--- config.mk ---
export PLATFORM = sky130hd
export DESIGN_NAME = dualalu_decode
export DESIGN_NICKNAME = d
export VERILOG_FILES = /design/src/rtl/ddec_pkg.sv /design/src/rtl/ddec_operand.sv /design/src/rtl/ddec_dest.sv /design/src/rtl/ddec_hazard.sv /design/src/rtl/dualalu_decode.sv
export SDC_FILE = /design/constraint.sdc
export NUM_CORES = 1
export LEC_CHECK = 0
export ABC_CLOCK_PERIOD_IN_PS = 4400
export BUFFER_PORTS_ARGS = -buffer_cell sky130_fd_sc_hd__buf_2
export CORE_MARGIN = 1
export CORE_UTILIZATION = 40
export DETAILED_ROUTE_END_ITERATION = 12
export PLACE_DENSITY = 0.87
export SYNTH_ARGS = -nofsm -noshare
export SYNTH_HDL_FRONTEND = slang
export SYNTH_SLANG_ARGS = --single-unit
--- constraint.sdc ---
create_clock -name clk -period 4.4 [get_ports clk]
set_input_delay 0.44 -clock clk [delete_from_list [all_inputs] [get_ports clk]]
set_output_delay 0.44 -clock clk [all_outputs]
set_load 0.02 [all_outputs]
--- src/rtl/ddec_pkg.sv ---
package ddec_pkg;

  typedef enum logic [2:0] {
    CLS_ALU     = 3'd0,
    CLS_ALU_LIT = 3'd1,
    CLS_BRANCH  = 3'd2,
    CLS_LOADIMM = 3'd3,
    CLS_SEMA    = 3'd4
  } iclass_e;

  typedef enum logic [1:0] {
    SRC_ACC    = 2'd0,
    SRC_FILE_A = 2'd1,
    SRC_FILE_B = 2'd2,
    SRC_LIT    = 2'd3
  } src_kind_e;

  typedef struct packed {
    logic [3:0] signal;
    logic [2:0] unpack;
    logic       pm;
    logic [3:0] pack;
    logic [2:0] cond_add;
    logic [2:0] cond_mul;
    logic       sf;
    logic       ws;
    logic [5:0] waddr_add;
    logic [5:0] waddr_mul;
    logic [2:0] op_mul;
    logic [4:0] op_add;
    logic [5:0] raddr_a;
    logic [5:0] raddr_b;
    logic [2:0] add_a;
    logic [2:0] add_b;
    logic [2:0] mul_a;
    logic [2:0] mul_b;
  } word_fields_t;

  localparam logic [3:0] SIG_BRANCH  = 4'd15;
  localparam logic [3:0] SIG_LOAD    = 4'd14;
  localparam logic [3:0] SIG_LIT     = 4'd13;
  localparam logic [2:0] SEMA_MARK   = 3'd4;

  function automatic iclass_e classify(input word_fields_t f);
    iclass_e c;
    if (f.signal == SIG_BRANCH)      c = CLS_BRANCH;
    else if (f.signal == SIG_LOAD)   c = (f.unpack == SEMA_MARK) ? CLS_SEMA : CLS_LOADIMM;
    else if (f.signal == SIG_LIT)    c = CLS_ALU_LIT;
    else                             c = CLS_ALU;
    return c;
  endfunction

  function automatic logic cond_pass(input logic [2:0] code,
                                     input logic z, input logic n, input logic cy);
    logic r;
    case (code)
      3'd0:    r = 1'b0;
      3'd1:    r = 1'b1;
      3'd2:    r = z;
      3'd3:    r = ~z;
      3'd4:    r = n;
      3'd5:    r = ~n;
      3'd6:    r = cy;
      default: r = ~cy;
    endcase
    return r;
  endfunction

  // Literal table: signed 5-bit integers, then powers of two as IEEE single.
  function automatic logic [31:0] small_lit(input logic [5:0] idx);
    logic [31:0] v;
    logic [7:0]  e;
    e = 8'd0;
    if (idx < 6'd32) begin
      v = {{27{idx[4]}}, idx[4:0]};
    end else if (idx < 6'd40) begin
      e = 8'd127 + {5'd0, idx[2:0]};
      v = {1'b0, e, 23'd0};
    end else if (idx < 6'd48) begin
      e = 8'd119 + {5'd0, idx[2:0]};
      v = {1'b0, e, 23'd0};
    end else begin
      v = 32'd0;
    end
    return v;
  endfunction

endpackage

--- src/rtl/ddec_operand.sv ---
module ddec_operand
  import ddec_pkg::*;
#(
  parameter int ACC_N  = 6,
  parameter int CODE_W = 3
) (
  input  logic              clk,
  input  logic              rst_n,
  input  logic [CODE_W-1:0] code,
  input  logic              lit_form,
  input  logic              active,
  output src_kind_e         kind,
  output logic [CODE_W-1:0] acc_idx,
  output logic              use_a,
  output logic              use_b,
  output logic              use_lit
);

  localparam logic [CODE_W-1:0] CODE_A = CODE_W'(ACC_N);

  always_comb begin
    acc_idx = '0;
    if (code < CODE_A) begin
      kind    = SRC_ACC;
      acc_idx = code;
    end else if (code == CODE_A) begin
      kind = SRC_FILE_A;
    end else begin
      kind = lit_form ? SRC_LIT : SRC_FILE_B;
    end
  end

  assign use_a   = active && (kind == SRC_FILE_A);
  assign use_b   = active && (kind == SRC_FILE_B);
  assign use_lit = active && (kind == SRC_LIT);

  // a literal is only ever taken in the literal form
  p_lit_only_in_form_r5: assert property (@(posedge clk) disable iff (!rst_n)
    use_lit |-> lit_form);

  // an idle operand claims no read port
  p_idle_no_port_r4: assert property (@(posedge clk) disable iff (!rst_n)
    !active |-> !(use_a || use_b || use_lit));

endmodule

--- src/rtl/ddec_dest.sv ---
module ddec_dest #(
  parameter int AW       = 6,
  parameter int PHYS_N   = 32,
  parameter int ACC_BASE = 32,
  parameter int ACC_N    = 6,
  parameter int NO_WRITE = 39
) (
  input  logic          clk,
  input  logic          rst_n,
  input  logic          go,
  input  logic          to_file_b,
  input  logic [AW-1:0] waddr,
  output logic          wr_phys,
  output logic          wr_acc,
  output logic          wr_io,
  output logic          wr_file,
  output logic [AW-1:0] wr_addr
);

  localparam logic [AW-1:0] PHYS_LIM = AW'(PHYS_N);
  localparam logic [AW-1:0] ACC_LO   = AW'(ACC_BASE);
  localparam logic [AW-1:0] ACC_HI   = AW'(ACC_BASE + ACC_N);
  localparam logic [AW-1:0] NONE_ADR = AW'(NO_WRITE);

  logic tgt_phys, tgt_acc, tgt_none;

  assign tgt_phys = waddr < PHYS_LIM;
  assign tgt_acc  = (waddr >= ACC_LO) && (waddr < ACC_HI);
  assign tgt_none = waddr == NONE_ADR;

  assign wr_phys = go && tgt_phys;
  assign wr_acc  = go && tgt_acc;
  assign wr_io   = go && !tgt_phys && !tgt_acc && !tgt_none;
  assign wr_file = to_file_b;
  assign wr_addr = waddr;

  // the no-write address produces no write of any kind
  p_nowrite_code_r7: assert property (@(posedge clk) disable iff (!rst_n)
    (waddr == NONE_ADR) |-> !(wr_phys || wr_acc || wr_io));

  // at most one destination class per pipe
  p_one_target_r7: assert property (@(posedge clk) disable iff (!rst_n)
    $onehot0({wr_phys, wr_acc, wr_io}));

endmodule

--- src/rtl/ddec_hazard.sv ---
module ddec_hazard #(
  parameter int AW     = 6,
  parameter int PHYS_N = 32
) (
  input  logic          clk,
  input  logic          rst_n,
  input  logic          accept,
  input  logic          check_en,
  input  logic          wa_en,
  input  logic [AW-1:0] wa_addr,
  input  logic          wb_en,
  input  logic [AW-1:0] wb_addr,
  input  logic          rd_a_en,
  input  logic [AW-1:0] rd_a_addr,
  input  logic          rd_b_en,
  input  logic [AW-1:0] rd_b_addr,
  output logic          hit_a,
  output logic          hit_b,
  output logic          hazard
);

  localparam logic [AW-1:0] PHYS_LIM = AW'(PHYS_N);

  logic          prev_a_v, prev_b_v;
  logic [AW-1:0] prev_a, prev_b;

  always_ff @(posedge clk or negedge rst_n) begin
    if (!rst_n) begin
      prev_a_v <= 1'b0;
      prev_b_v <= 1'b0;
      prev_a   <= '0;
      prev_b   <= '0;
    end else if (accept) begin
      prev_a_v <= wa_en;
      prev_b_v <= wb_en;
      prev_a   <= wa_addr;
      prev_b   <= wb_addr;
    end
  end

  assign hit_a  = check_en && rd_a_en && (rd_a_addr < PHYS_LIM) && prev_a_v && (prev_a == rd_a_addr);
  assign hit_b  = check_en && rd_b_en && (rd_b_addr < PHYS_LIM) && prev_b_v && (prev_b == rd_b_addr);
  assign hazard = hit_a || hit_b;

  // a hazard needs a recorded physical write
  p_hazard_has_record_r9: assert property (@(posedge clk) disable iff (!rst_n)
    hazard |-> (prev_a_v || prev_b_v));

  // idle cycles keep the record
  p_record_held_r9: assert property (@(posedge clk) disable iff (!rst_n)
    !accept |=> ($stable(prev_a_v) && $stable(prev_b_v)));

endmodule

--- src/rtl/dualalu_decode.sv ---
module dualalu_decode
  import ddec_pkg::*;
#(
  parameter int AW       = 6,
  parameter int DATA_W   = 32,
  parameter int ACC_N    = 6,
  parameter int PHYS_N   = 32,
  parameter int ACC_BASE = 32,
  parameter int NO_WRITE = 39
) (
  input  logic          clk,
  input  logic          rst_n,
  input  logic          in_valid,
  input  logic [63:0]   instr,
  input  logic          flag_z,
  input  logic          flag_n,
  input  logic          flag_c,
  output logic [2:0]    iclass,
  output logic          add_go,
  output logic          mul_go,
  output logic [7:0]    src_kind,
  output logic [11:0]   src_acc,
  output logic          rd_a_en,
  output logic [5:0]    rd_a_addr,
  output logic          rd_b_en,
  output logic [5:0]    rd_b_addr,
  output logic          lit_valid,
  output logic [31:0]   lit_value,
  output logic          add_wr_phys,
  output logic          add_wr_acc,
  output logic          add_wr_io,
  output logic          add_wr_file,
  output logic [5:0]    add_wr_addr,
  output logic          mul_wr_phys,
  output logic          mul_wr_acc,
  output logic          mul_wr_io,
  output logic          mul_wr_file,
  output logic [5:0]    mul_wr_addr,
  output logic          flag_we,
  output logic          flag_src,
  output logic [4:0]    pack_ctl,
  output logic          hazard
);

  localparam int NUM_SRC = 4;
  localparam int N_PIPES = 2;
  localparam int CODE_W  = 3;
  localparam int KIND_W  = 2;

  word_fields_t f;
  iclass_e      cls;
  logic         alu_class, lit_form, live;
  logic         add_active, mul_active;

  assign f         = instr;
  assign cls       = classify(f);
  assign iclass    = cls;
  assign alu_class = (cls == CLS_ALU) || (cls == CLS_ALU_LIT);
  assign lit_form  = cls == CLS_ALU_LIT;
  assign live      = in_valid && alu_class;

  assign add_active = live && (f.op_add != '0);
  assign mul_active = live && (f.op_mul != '0);
  assign add_go     = add_active && cond_pass(f.cond_add, flag_z, flag_n, flag_c);
  assign mul_go     = mul_active && cond_pass(f.cond_mul, flag_z, flag_n, flag_c);

  // Operand resolution
  logic [CODE_W-1:0] mux_code [NUM_SRC];
  src_kind_e         op_kind  [NUM_SRC];
  logic [CODE_W-1:0] op_acc   [NUM_SRC];
  logic [NUM_SRC-1:0] use_a_v, use_b_v, use_lit_v;

  always_comb begin
    mux_code[0] = f.add_a;
    mux_code[1] = f.add_b;
    mux_code[2] = f.mul_a;
    mux_code[3] = f.mul_b;
  end

  for (genvar k = 0; k < NUM_SRC; k++) begin : g_src
    ddec_operand #(.ACC_N(ACC_N), .CODE_W(CODE_W)) u_operand (
      .clk      (clk),
      .rst_n    (rst_n),
      .code     (mux_code[k]),
      .lit_form (lit_form),
      .active   ((k < NUM_SRC / N_PIPES) ? add_active : mul_active),
      .kind     (op_kind[k]),
      .acc_idx  (op_acc[k]),
      .use_a    (use_a_v[k]),
      .use_b    (use_b_v[k]),
      .use_lit  (use_lit_v[k])
    );
    assign src_kind[KIND_W*k +: KIND_W] = op_kind[k];
    assign src_acc[CODE_W*k +: CODE_W]  = op_acc[k];
  end

  assign rd_a_en   = |use_a_v;
  assign rd_b_en   = |use_b_v;
  assign lit_valid = |use_lit_v;
  assign rd_a_addr = f.raddr_a;
  assign rd_b_addr = f.raddr_b;
  assign lit_value = lit_form ? small_lit(f.raddr_b) : '0;

  // Destination steering: pipe 0 is add, pipe 1 is mul
  logic [N_PIPES-1:0] p_go, p_tob, p_phys, p_acc, p_io, p_file;
  logic [AW-1:0]      p_waddr [N_PIPES];
  logic [AW-1:0]      p_oaddr [N_PIPES];

  assign p_go     = {mul_go, add_go};
  assign p_tob    = {~f.ws, f.ws};
  assign p_waddr[0] = f.waddr_add;
  assign p_waddr[1] = f.waddr_mul;

  for (genvar p = 0; p < N_PIPES; p++) begin : g_dst
    ddec_dest #(
      .AW(AW), .PHYS_N(PHYS_N), .ACC_BASE(ACC_BASE), .ACC_N(ACC_N), .NO_WRITE(NO_WRITE)
    ) u_dest (
      .clk       (clk),
      .rst_n     (rst_n),
      .go        (p_go[p]),
      .to_file_b (p_tob[p]),
      .waddr     (p_waddr[p]),
      .wr_phys   (p_phys[p]),
      .wr_acc    (p_acc[p]),
      .wr_io     (p_io[p]),
      .wr_file   (p_file[p]),
      .wr_addr   (p_oaddr[p])
    );
  end

  assign add_wr_phys = p_phys[0];
  assign add_wr_acc  = p_acc[0];
  assign add_wr_io   = p_io[0];
  assign add_wr_file = p_file[0];
  assign add_wr_addr = p_oaddr[0];
  assign mul_wr_phys = p_phys[1];
  assign mul_wr_acc  = p_acc[1];
  assign mul_wr_io   = p_io[1];
  assign mul_wr_file = p_file[1];
  assign mul_wr_addr = p_oaddr[1];

  // Flag source: add result unless the add pipe is NOP or never-conditioned
  logic add_flag_dead;
  assign add_flag_dead = (f.op_add == '0) || (f.cond_add == 3'd0);
  assign flag_we       = live && f.sf;
  assign flag_src      = flag_we && add_flag_dead;
  assign pack_ctl      = live ? {f.pm, f.pack} : '0;

  // Physical write record per file, for the read-after-write check
  logic          wa_en, wb_en, hit_a, hit_b;
  logic [AW-1:0] wa_addr, wb_addr;

  assign wa_en   = (add_wr_phys && !add_wr_file) || (mul_wr_phys && !mul_wr_file);
  assign wb_en   = (add_wr_phys &&  add_wr_file) || (mul_wr_phys &&  mul_wr_file);
  assign wa_addr = (add_wr_phys && !add_wr_file) ? add_wr_addr : mul_wr_addr;
  assign wb_addr = (add_wr_phys &&  add_wr_file) ? add_wr_addr : mul_wr_addr;

  ddec_hazard #(.AW(AW), .PHYS_N(PHYS_N)) u_hazard (
    .clk       (clk),
    .rst_n     (rst_n),
    .accept    (in_valid),
    .check_en  (live),
    .wa_en     (wa_en),
    .wa_addr   (wa_addr),
    .wb_en     (wb_en),
    .wb_addr   (wb_addr),
    .rd_a_en   (rd_a_en),
    .rd_a_addr (rd_a_addr),
    .rd_b_en   (rd_b_en),
    .rd_b_addr (rd_b_addr),
    .hit_a     (hit_a),
    .hit_b     (hit_b),
    .hazard    (hazard)
  );

  // simultaneous physical writes land in different files
  p_swap_split_r6: assert property (@(posedge clk) disable iff (!rst_n)
    (add_wr_phys && mul_wr_phys) |-> (add_wr_file != mul_wr_file));

  // a write needs the pipe to execute
  p_write_needs_go_r7: assert property (@(posedge clk) disable iff (!rst_n)
    (add_wr_phys || add_wr_acc || add_wr_io) |-> add_go);

  // a live add op with a real condition owns the flags
  p_flag_from_add_r8: assert property (@(posedge clk) disable iff (!rst_n)
    (flag_we && (f.op_add != '0) && (f.cond_add != 3'd0)) |-> !flag_src);

  // the literal replaces the B read port
  p_lit_excludes_b_r5: assert property (@(posedge clk) disable iff (!rst_n)
    lit_valid |-> !rd_b_en);

  // no valid word, no activity
  p_idle_quiet_r10: assert property (@(posedge clk) disable iff (!rst_n)
    !in_valid |-> !(add_go || mul_go || rd_a_en || rd_b_en || flag_we || hazard));

  // a hazard is always tied to an enabled read
  p_hazard_on_read_r9: assert property (@(posedge clk) disable iff (!rst_n)
    hazard |-> ((hit_a && rd_a_en) || (hit_b && rd_b_en)));

endmodule

-- Word level (Yosys, flattened, before mapping)
Cells that the tools add are included.
Widths: inputs -> output; s select.
- latch bits: 0
- output and inout bits: 100
- memory bits (writable): 0
- bits of input ports: 70
- bits in registers: 14
- memories: 0
- bits in read-only memories: 0
- mux-type cells: 26
- bitwise gates (word level): 4
- shift-type cells: 0
- multiply operators: 0
- div/mod/pow operators: 0
- $lt $le $gt $ge: 14
- equal/unequal tests: 37
- add/subtract/negate cells: 2
- reductions and logical operators: 64
- operators with widths (kind ; number):
    $mux 32 ; 2
    $mux 31 ; 2
    $lt 6x6->1 const B ; 8
    $logic_and 1x1->1 ; 43
    $eq 3x3->1 const B ; 11
    $mux 3 ; 7
    $add 7x3->8 const A ; 2
    $eq 2x2->1 const B ; 8
    $mux 2 ; 8
    $pmux 1 s7 ; 2
    $eq 3x2->1 const B ; 4
    $eq 4x4->1 const B ; 3
    $eq 6x6->1 ; 2
    $eq 6x6->1 const B ; 2
    $ge 6x6->1 const B ; 2
    $lt 3x3->1 const B ; 4
    $mux 6 ; 2
    $reduce_or 4->1 ; 3
    $eq 3x1->1 const B ; 3
    $logic_not 3->1 ; 3
    $eq 2x1->1 const B ; 4
    $logic_not 1->1 ; 7
    $logic_not 5->1 ; 1
    $logic_or 1x1->1 ; 5
    5 further kinds ; 9

-- Longest topological paths before layout
Gate-level depths: netlist of run 1.
- word-level depth: 16
- depth in mapped cells: 7
- depth with buffers taken out: 6

-- Cells and area by module
Synthesis of run 1 repeated with hierarchy kept, for this count alone.
- cells, all modules: 241
- area total of the unflattened synthesis: 1995.7 um^2
- modules (own cells, without submodules) (module ; cells each ; seq. area each (um^2) ; instances ; area each (um^2)):
    dualalu_decode ; 124 ; 0.0 ; 1 ; 873.3
    ddec_hazard ; 47 ; 350.3 ; 1 ; 664.4
    ddec_operand ; 11 ; 0.0 ; 4 ; 66.3
    ddec_dest ; 13 ; 0.0 ; 2 ; 96.3

-- Least setup slack after synthesis of run 1
OpenSTA, ideal clock, no wires.
- path type: input -> output
- start point: input instr[61]
- end point: output lit_value[10]
- cell stages on the path: 4
- arrival: 2.211 ns
- slack: 1.749 ns
- buffers on the path: 2
- path through: nand4b_1 clkbuf_1 nor2_1 buf_4
- longest elaborated chain between the ends: 6
- elaborated cells between the ends (all ways): 8
- classes of those cells: eq/ne: 4; mux: 4
- ends and longest elaborated chain (what ; line ; source):
    start, declared ; dualalu_decode.sv:14 ; input logic [63:0] instr,
    $eq 4x4->1 ; ddec_pkg.sv:48 ; else if (f.signal == SIG_LIT) c = CLS_ALU_LIT;
    $mux 1 ; ddec_pkg.sv:48 ;
    $mux 3 ; ddec_pkg.sv:47 ; else if (f.signal == SIG_LOAD) c = (f.unpack == SEMA_MARK) ? CLS_SEMA : CLS_LOADIMM;
    $mux 3 (*) ; ddec_pkg.sv:46 ; if (f.signal == SIG_BRANCH) c = CLS_BRANCH;
    $eq 3x1->1 (*) ; dualalu_decode.sv:59 ; assign lit_form = cls == CLS_ALU_LIT;
    $mux 32 (*) ; dualalu_decode.sv:102 ; assign lit_value = lit_form ? small_lit(f.raddr_b) : '0;
    end, declared ; dualalu_decode.sv:28 ; output logic [31:0] lit_value,
Mark *: on every way between the ends. The rest lies on a longest branch, timed or not.

-- Worst setup path after layout of run 1
- start point: input instr[24]
- end point: output hazard
- longest elaborated chain between the ends: 9
- elaborated cells between the ends (all ways): 17
- classes of those cells: reduce/logical: 17
- ends and longest elaborated chain (what ; line ; source):
    $reduce_bool 5->1 (*) ; dualalu_decode.sv:62 ; assign add_active = live && (f.op_add != '0);
    $logic_and 1x1->1 (*) ; dualalu_decode.sv:62 ;
    $logic_and 1x1->1, on equally long branches ; ddec_operand.sv:33, ddec_operand.sv:34 ;
    $reduce_or 4->1, on equally long branches ; dualalu_decode.sv:97, dualalu_decode.sv:98 ;
    $logic_and 1x1->1, on equally long branches (4 in a row) ; ddec_hazard.sv:41, ddec_hazard.sv:42 ;
    $logic_or 1x1->1 (*) ; ddec_hazard.sv:43 ; assign hazard = hit_a || hit_b;
    end, declared ; dualalu_decode.sv:42 ; output logic hazard
Marks and branches as above.

==> impl_metrics.env, run 1 <==
export IMPL_critPathRequiredTime_ns=3.96
export IMPL_post_cts_resize_count=0
export IMPL_setup_total_negative_slack_ns=0
export IMPL_grt_max_degree=21
export IMPL_routed_wire_length_per_instance_um=12.3
export IMPL_grt_antenna_before_repair=0
export IMPL_power_per_cell_area_mw_per_mm2=198
export IMPL_fin_nets=429
export IMPL_synth_edf_count=0
export IMPL_synth_cell_area_mm2=0.00180
export IMPL_postSynthAreaPerCell_um2=7.63
export IMPL_gp_congestion=0.806
export IMPL_final_core_util_pct=54.5
export IMPL_static_leakage_power_nw=1.39
export IMPL_worstSetupEndpointType="output port"
export IMPL_asyncSetResetFlopFracSynth_pct=100
export IMPL_met1Wirelength_um=2150
export IMPL_io_pin_count=170
export IMPL_remaining_drc_errors=0
export IMPL_post_synth_num_cell_types=41
export IMPL_cts_setup_buffers=0
export IMPL_placed_instance_area_mm2=0.00233
export IMPL_drt_via_density=5.05
export IMPL_met2_length_um=2520
export IMPL_die_area_mm2=0.00478
export IMPL_clock_tree_root_cell="sky130_fd_sc_hd__clkbuf_8"
export IMPL_fillCellCount=415
export IMPL_grt_total_usage_pct=20.5
export IMPL_floorplan_initialDensity_pct=41.4
export IMPL_run_status="completed"
export IMPL_worst_setup_hold_path_clk_slew_ns=0.05
export IMPL_timing_slew_headroom_pct=35.2
export IMPL_numClockSinks=14
export IMPL_layout_cells_most_common="sky130_fd_sc_hd__buf_2"
export IMPL_sequential_cell_area_um2=350
export IMPL_grt_setup_unrepaired="false"
export IMPL_post_route_period_util_pct=57.3
export IMPL_overflow=0
export IMPL_post_route_cell_area_mm2=0.00237
export IMPL_netlist_instances=236
export IMPL_firstDrtPassIters=4
export IMPL_finalHoldViolCount=0
export IMPL_dr_first_iter_drc_count=51
export IMPL_cp_max_fo=6
export IMPL_clk_path_buf_depth=2
export IMPL_port_buffers=169
export IMPL_maxUsedRoutingLayer="met4"
export IMPL_area_grow_syn2layout_pct=31.7
export IMPL_critical_path_startpoint_type="primary input"
export IMPL_dp_hpwl_um=4270
export IMPL_setup_violations_final=0
export IMPL_synth_net_count=308
export IMPL_timing_fmax_ghz=0.397
export IMPL_totalPowerFinal_mw=0.469
export IMPL_yosysWarnings=0
export IMPL_drive_gt1_share_pct=49.6
export IMPL_yosysSeqAreaShare_pct=19.4
export IMPL_die_height_um=69.1
export IMPL_area_taken_by_multi_input_logic_gates_mm2=0.00104
export IMPL_route_met3_wl_um=306
export IMPL_cts_hold_buf=0
export IMPL_global_route_wire_length_before_repair_um=8160
export IMPL_core_mm2=0.00435
export IMPL_worstSkewPairLatency_ns=0.24
export IMPL_worstMarginPinSlew_ns=0.945
export IMPL_reg2reg_setup_slack_ns=3.53
export IMPL_cts_made_buffers=3
export IMPL_hp_class="primary input to async pin"
export IMPL_layout_common_cells="sky130_fd_sc_hd__buf_2 (169), sky130_fd_sc_hd__nor2_1 (21), sky130_fd_sc_hd__nand2_1 (18)"
export IMPL_irDropWorstVdd_mv=0.113
export IMPL_detailroute_via_count=2055
export IMPL_antennaDiodeCount=0
export IMPL_arrival_ns=2.08
export IMPL_cts_htree_levels=1
export IMPL_timing_critical_path_from="instr[24]"
export IMPL_cts_tree="built"
export IMPL_floorplan_die_width_um=69.1
export IMPL_fin_skew_ns=0
export IMPL_finalCriticalPeriod_ns=2.52
export IMPL_rows=24
export IMPL_wl_um=5010
export IMPL_drv_max_cap_violation_count=0
export IMPL_synth_flop_cell="sky130_fd_sc_hd__dfrtp_1"
export IMPL_timing_max_transition_violations_final=0
export IMPL_via_count_of_the_first_global_routing_pass=1797
export IMPL_ff_to_ff_start="u_hazard.prev_a[4]"
export IMPL_criticalPathCategory="primary input to output port"
export IMPL_postRouteAntennaNets=0
export IMPL_ys_seq_elements=14
[Yosys cell counts (3+ instances only)]
cell type                   n  area, um2
sky130_fd_sc_hd__a21oi_1   12       60.1
sky130_fd_sc_hd__a221o_1   10        100
sky130_fd_sc_hd__and2_1     5       31.3
sky130_fd_sc_hd__and3_1    13       81.3
sky130_fd_sc_hd__buf_4     45        338
sky130_fd_sc_hd__clkbuf_1   5       18.8
sky130_fd_sc_hd__dfrtp_1   14        350
sky130_fd_sc_hd__inv_1      6       22.5
sky130_fd_sc_hd__mux2i_1    5       50.1
sky130_fd_sc_hd__nand2_1   18       67.6
sky130_fd_sc_hd__nand2b_1   4       25.0
sky130_fd_sc_hd__nor2_1    21       78.8
sky130_fd_sc_hd__nor2b_1   11       68.8
sky130_fd_sc_hd__nor3_1     7       35.0
sky130_fd_sc_hd__o211ai_1   4       30.0
sky130_fd_sc_hd__o21ai_0    6       30.0
sky130_fd_sc_hd__o22ai_1    3       18.8
sky130_fd_sc_hd__xnor2_1   11       96.3
[area by class of cell]
type / instances / area share, %
clock buffer: 3 / 1.74
inverter: 6 / 0.949
multi-input combinational: 162 / 43.8
sequential: 14 / 14.8
tap: 52 / 2.74
timing repair buffer: 170 / 36.0
[cell families (layout without fill, tap and decap cells)]
| family | Yosys count | in the layout | share of synthesized area (%) |
|---|---|---|---|
| flops | 14 | 14 | 19.4 |
| buf+inv | 60 | 179 | 22.8 |
| simple gates | 97 | 97 | 29.1 |
| xor+xnor | 13 | 13 | 6.32 |
| compound gates | 44 | 44 | 17.5 |
| fa+ha+maj | 2 | 2 | 1.39 |
| mux | 6 | 6 | 3.40 |
[stage by stage]
| stage | hold WS (ns) | setup WS, ns | std cells |
|---|---|---|---|
| finish | 0.0808 | 1.88 | 407 |
| global placement | 0.345 | 1.90 | 404 |
| global route | 0.102 | 1.78 | 407 |
| CTS | 0.0915 | 1.86 | 407 |
| detailed placement | 0.349 | 1.87 | 404 |
| floorplan | 0.144 | 1.75 | 236 |
[state kept, by name, summed over array words and instances, names as in the netlist]
signal and count:
u_hazard.prev_a 6, u_hazard.prev_b_v 1, u_hazard.prev_a_v 1, u_hazard.prev_b 6
[power breakdown]
group / leakage (nW) / switching, mW / internal (mW) / total, mW
logic: 1.20 / 0.124 / 0.0902 / 0.214
registers: 0.172 / 0.0104 / 0.143 / 0.154
clock network: 0.0216 / 0.0410 / 0.0604 / 0.101
total: 1.39 / 0.175 / 0.294 / 0.469
[critical path: stages]
cell and delay [ns]:
sky130_fd_sc_hd__buf_2 0.09, sky130_fd_sc_hd__or4_1 0.61, sky130_fd_sc_hd__or2_2 0.35, sky130_fd_sc_hd__a22oi_2 0.16
sky130_fd_sc_hd__nor2_1 0.08, sky130_fd_sc_hd__a22o_1 0.19, sky130_fd_sc_hd__buf_2 0.15
[routing by layer]
metal	vias to the layer above	GRT usage, %
met5	-	0
met4	0	4.54
met3	5	2.05
met2	102	37.9
met1	919	25.3
li1	1029	-
[path summary, 6_finish.rpt]
kind                            cells past startpoint            endpoint
worst max-delay path                                7              hazard
worst min-delay path                                1  u_hazard.prev_a[1]
worst max register to register                      1  u_hazard.prev_a[4]
worst min register to register                      1  u_hazard.prev_b[5]
max in group asynchronous                           1  u_hazard.prev_b[2]
min in group clk                                    2   u_hazard.prev_b_v
No activity file was read; power rests on OpenSTA's default activity.
==> inputs of run 2 (changes only) <==
ABC_AREA = 1   (was unset)
ABC_CLOCK_PERIOD_IN_PS = 2200   (was 4400)
CORE_UTILIZATION = 36   (was 40)
PLACE_DENSITY = 0.79   (was 0.87)
clock period = 2.2 ns   (was 4.4 ns; I/O delays follow)
==> run 2 against run 1 <==
Compared with the run above:
- critical path depth up 2
- first-iteration DRC count up 53%
- clock skew unchanged
- total power up 110%
- global-route usage down 1.1 points
- largest cell class unchanged
==> impl_metrics.env, run 2 <==
export IMPL_layout_top_registers="u_hazard.prev_a (6), u_hazard.prev_b (6)"
export IMPL_gp_congestion=0.858
export IMPL_synth_net_count=409
export IMPL_fin_skew_ns=0
export IMPL_yosysSeqAreaShare_pct=17.5
export IMPL_timing_max_transition_violations_final=0
export IMPL_die_height_um=76.7
export IMPL_die_area_mm2=0.00588
export IMPL_final_critical_path_setup_slack_ns=0.400
export IMPL_worstSetupEndpointType="output port"
export IMPL_cp_max_fo=9
export IMPL_asyncSetResetFlopFracSynth_pct=100
export IMPL_floorplan_die_width_um=76.7
export IMPL_cts_setup_buffers=0
export IMPL_core_mm2=0.00524
export IMPL_floorplan_initialDensity_pct=38.3
export IMPL_setup_total_negative_slack_ns=0
export IMPL_numClockSinks=14
export IMPL_irDropWorstVdd_mv=0.160
export IMPL_post_cts_resize_count=0
export IMPL_layout_cells_most_common="sky130_fd_sc_hd__buf_2"
export IMPL_synthTopCellsByCount="sky130_fd_sc_hd__nand2_1 (71), sky130_fd_sc_hd__inv_1 (55), sky130_fd_sc_hd__buf_4 (45)"
export IMPL_grt_total_usage_pct=19.4
export IMPL_criticalPathCategory="primary input to output port"
export IMPL_routed_wire_length_per_instance_um=11.1
export IMPL_synth_edf_count=0
export IMPL_timing_fmax_ghz=0.555
export IMPL_drv_max_cap_violation_count=0
export IMPL_arrival_ns=1.58
export IMPL_synth_largest_area_cell="sky130_fd_sc_hd__dfrtp_1"
export IMPL_wl_um=5870
export IMPL_yosysWarnings=0
export IMPL_ys_top_cells_by_area="sky130_fd_sc_hd__dfrtp_1 (17%), sky130_fd_sc_hd__buf_4 (17%), sky130_fd_sc_hd__nand2_1 (13%)"
export IMPL_run_status="completed"
export IMPL_dp_hpwl_um=5010
export IMPL_fin_nets=535
export IMPL_grt_setup_unrepaired="false"
export IMPL_ys_seq_elements=14
export IMPL_cts_tree="built"
export IMPL_synthMostInstantiatedCell="sky130_fd_sc_hd__nand2_1"
export IMPL_dr_first_iter_drc_count=78
export IMPL_worstMarginPinSlew_ns=0.422
export IMPL_postRouteAntennaNets=0
export IMPL_netlist_instances=337
export IMPL_postSynthAreaPerCell_um2=5.96
export IMPL_post_synth_num_cell_types=35
export IMPL_drt_via_density=4.69
export IMPL_rows=26
export IMPL_final_core_util_pct=50.3
export IMPL_via_count_of_the_first_global_routing_pass=2209
export IMPL_io_pin_count=170
export IMPL_port_buffers=169
export IMPL_place_worst_setup_slack_ns=0.373
export IMPL_static_leakage_power_nw=1.77
export IMPL_setup_violations_final=0
export IMPL_timing_slew_headroom_pct=71.8
export IMPL_layout_common_cells="sky130_fd_sc_hd__buf_2 (169), sky130_fd_sc_hd__nand2_1 (71), sky130_fd_sc_hd__inv_1 (55)"
export IMPL_finalCriticalPeriod_ns=1.80
export IMPL_clock_tree_root_cell="sky130_fd_sc_hd__clkbuf_8"
export IMPL_overflow=0
export IMPL_total_instance_count_after_detailed_placement=527
export IMPL_area_grow_syn2layout_pct=31.2
export IMPL_antennaDiodeCount=0
export IMPL_firstDrtPassIters=4
export IMPL_post_route_period_util_pct=81.8
export IMPL_cts_htree_levels=1
export IMPL_remaining_drc_errors=0
export IMPL_global_route_wire_length_before_repair_um=9690
export IMPL_synth_flop_cell="sky130_fd_sc_hd__dfrtp_1"
export IMPL_grt_max_degree=21
export IMPL_cts_made_buffers=3
export IMPL_critPathRequiredTime_ns=1.98
export IMPL_drive_gt1_share_pct=41.4
export IMPL_hp_class="primary input to register"
export IMPL_detailroute_via_count=2490
export IMPL_synth_cell_area_mm2=0.00201
export IMPL_worst_setup_hold_path_clk_slew_ns=0.05
export IMPL_worstSkewPairLatency_ns=0.24
export IMPL_clk_path_buf_depth=2
export IMPL_synth_largest_type_area_fraction_pct=17.5
export IMPL_power_per_cell_area_mw_per_mm2=368
export IMPL_critical_path_startpoint_type="primary input"
export IMPL_grt_antenna_before_repair=0
export IMPL_finalHoldViolCount=0
export IMPL_instances_no_fill=531
## run 2: cell count changes after synthesis, sizes merged, moves of 4 or more
cell / previous run / this run
and2: 5 / 0
inv: 6 / 60
and3: 13 / 0
nand2b: 4 / 0
nor2b: 11 / 0
xnor2: 11 / 0
nand4: 2 / 13
nand2: 18 / 75
a221o: 10 / 0
o211ai: 4 / 0
mux2i: 5 / 0
nand3: 2 / 25
nor2: 21 / 45
## run 2: worst paths after layout
| path | from | endpoint | slack (ns) | cells past startpoint |
|---|---|---|---|---|
| worst max-delay path | instr[63] | hazard | 0.40 | 9 |
| worst min-delay path | instr[37] | u_hazard.prev_b[5] | 0.30 | 3 |
| worst max register to register | u_hazard.prev_b_v | u_hazard.prev_b_v | 1.54 | 2 |
| worst min register to register | u_hazard.prev_a[4] | u_hazard.prev_a[4] | 0.49 | 2 |
| max in group asynchronous | rst_n | u_hazard.prev_b[4] | 1.57 | 2 |
| min in group asynchronous | rst_n | u_hazard.prev_a[2] | 0.40 | 2 |
## run 2: per-stage QoR
step	cell area [um2]	hold WS [ns]	total power, mW
after detailed placement	2580	0.129	0.766
after global routing	2630	0.330	1.03
after global placement	2580	0.122	0.756
final	2630	0.302	0.968
after floorplan	2010	-0.0756	0.614
after CTS	2630	0.295	0.976
## run 2: per-layer routing
metal | part of all wire [%] | up-vias | wire length, um | global-route usage, %
met2 | 49 | 132 | 2870 | 35.9
met3 | 6.7 | 9 | 395 | 1.55
met1 | 43 | 1071 | 2540 | 23.9
met5 | 0 | - | 0 | 0
li1 | - | 1278 | - | -
met4 | 1.2 | 0 | 73 | 5.00
## run 2: logic make-up (layout without fill, tap and decap cells)
| kind of cell | count (synthesis) | count (layout) | share of synthesized area, % |
|---|---|---|---|
| AOI/OAI and AO/OA | 40 | 40 | 12.7 |
| xor gates and xnor gates | 1 | 1 | 0.436 |
| buffers and inverters | 111 | 235 | 29.7 |
| DFF | 14 | 14 | 17.5 |
| adders and majority gates | 2 | 2 | 1.25 |
| and+or+nand+nor | 169 | 169 | 38.5 |
## run 2: worst max-delay path, stage by stage
cell	delay (ns)
sky130_fd_sc_hd__buf_2	0.10
sky130_fd_sc_hd__nand3_1	0.19
sky130_fd_sc_hd__nand2_4	0.14
sky130_fd_sc_hd__nor2_1	0.26
sky130_fd_sc_hd__o21ai_0	0.13
sky130_fd_sc_hd__nand2_1	0.10
sky130_fd_sc_hd__nand2_1	0.05
sky130_fd_sc_hd__o21ai_0	0.17
sky130_fd_sc_hd__buf_2	0.20
## run 2: cell type report
type                       count  area [um2]
tap                           70        87.6
clock buffer                   3        41.3
sequential                    14         350
fill                         557        2610
timing repair buffer         171         863
multi-input combinational    212        1060
inverter                      61         229
## run 2: where the power goes
group / internal, mW / switching (mW)
combinational: 0.165 / 0.296
sequential: 0.284 / 0.0191
clock: 0.121 / 0.0828
## run 2: repair_timing
| item | CTS | global route |
|---|---|---|
| setup endpoints to repair | 0 | 0 |
| hold buffers | 1 | 0 |
| hold endpoints to repair | 14 | 0 |
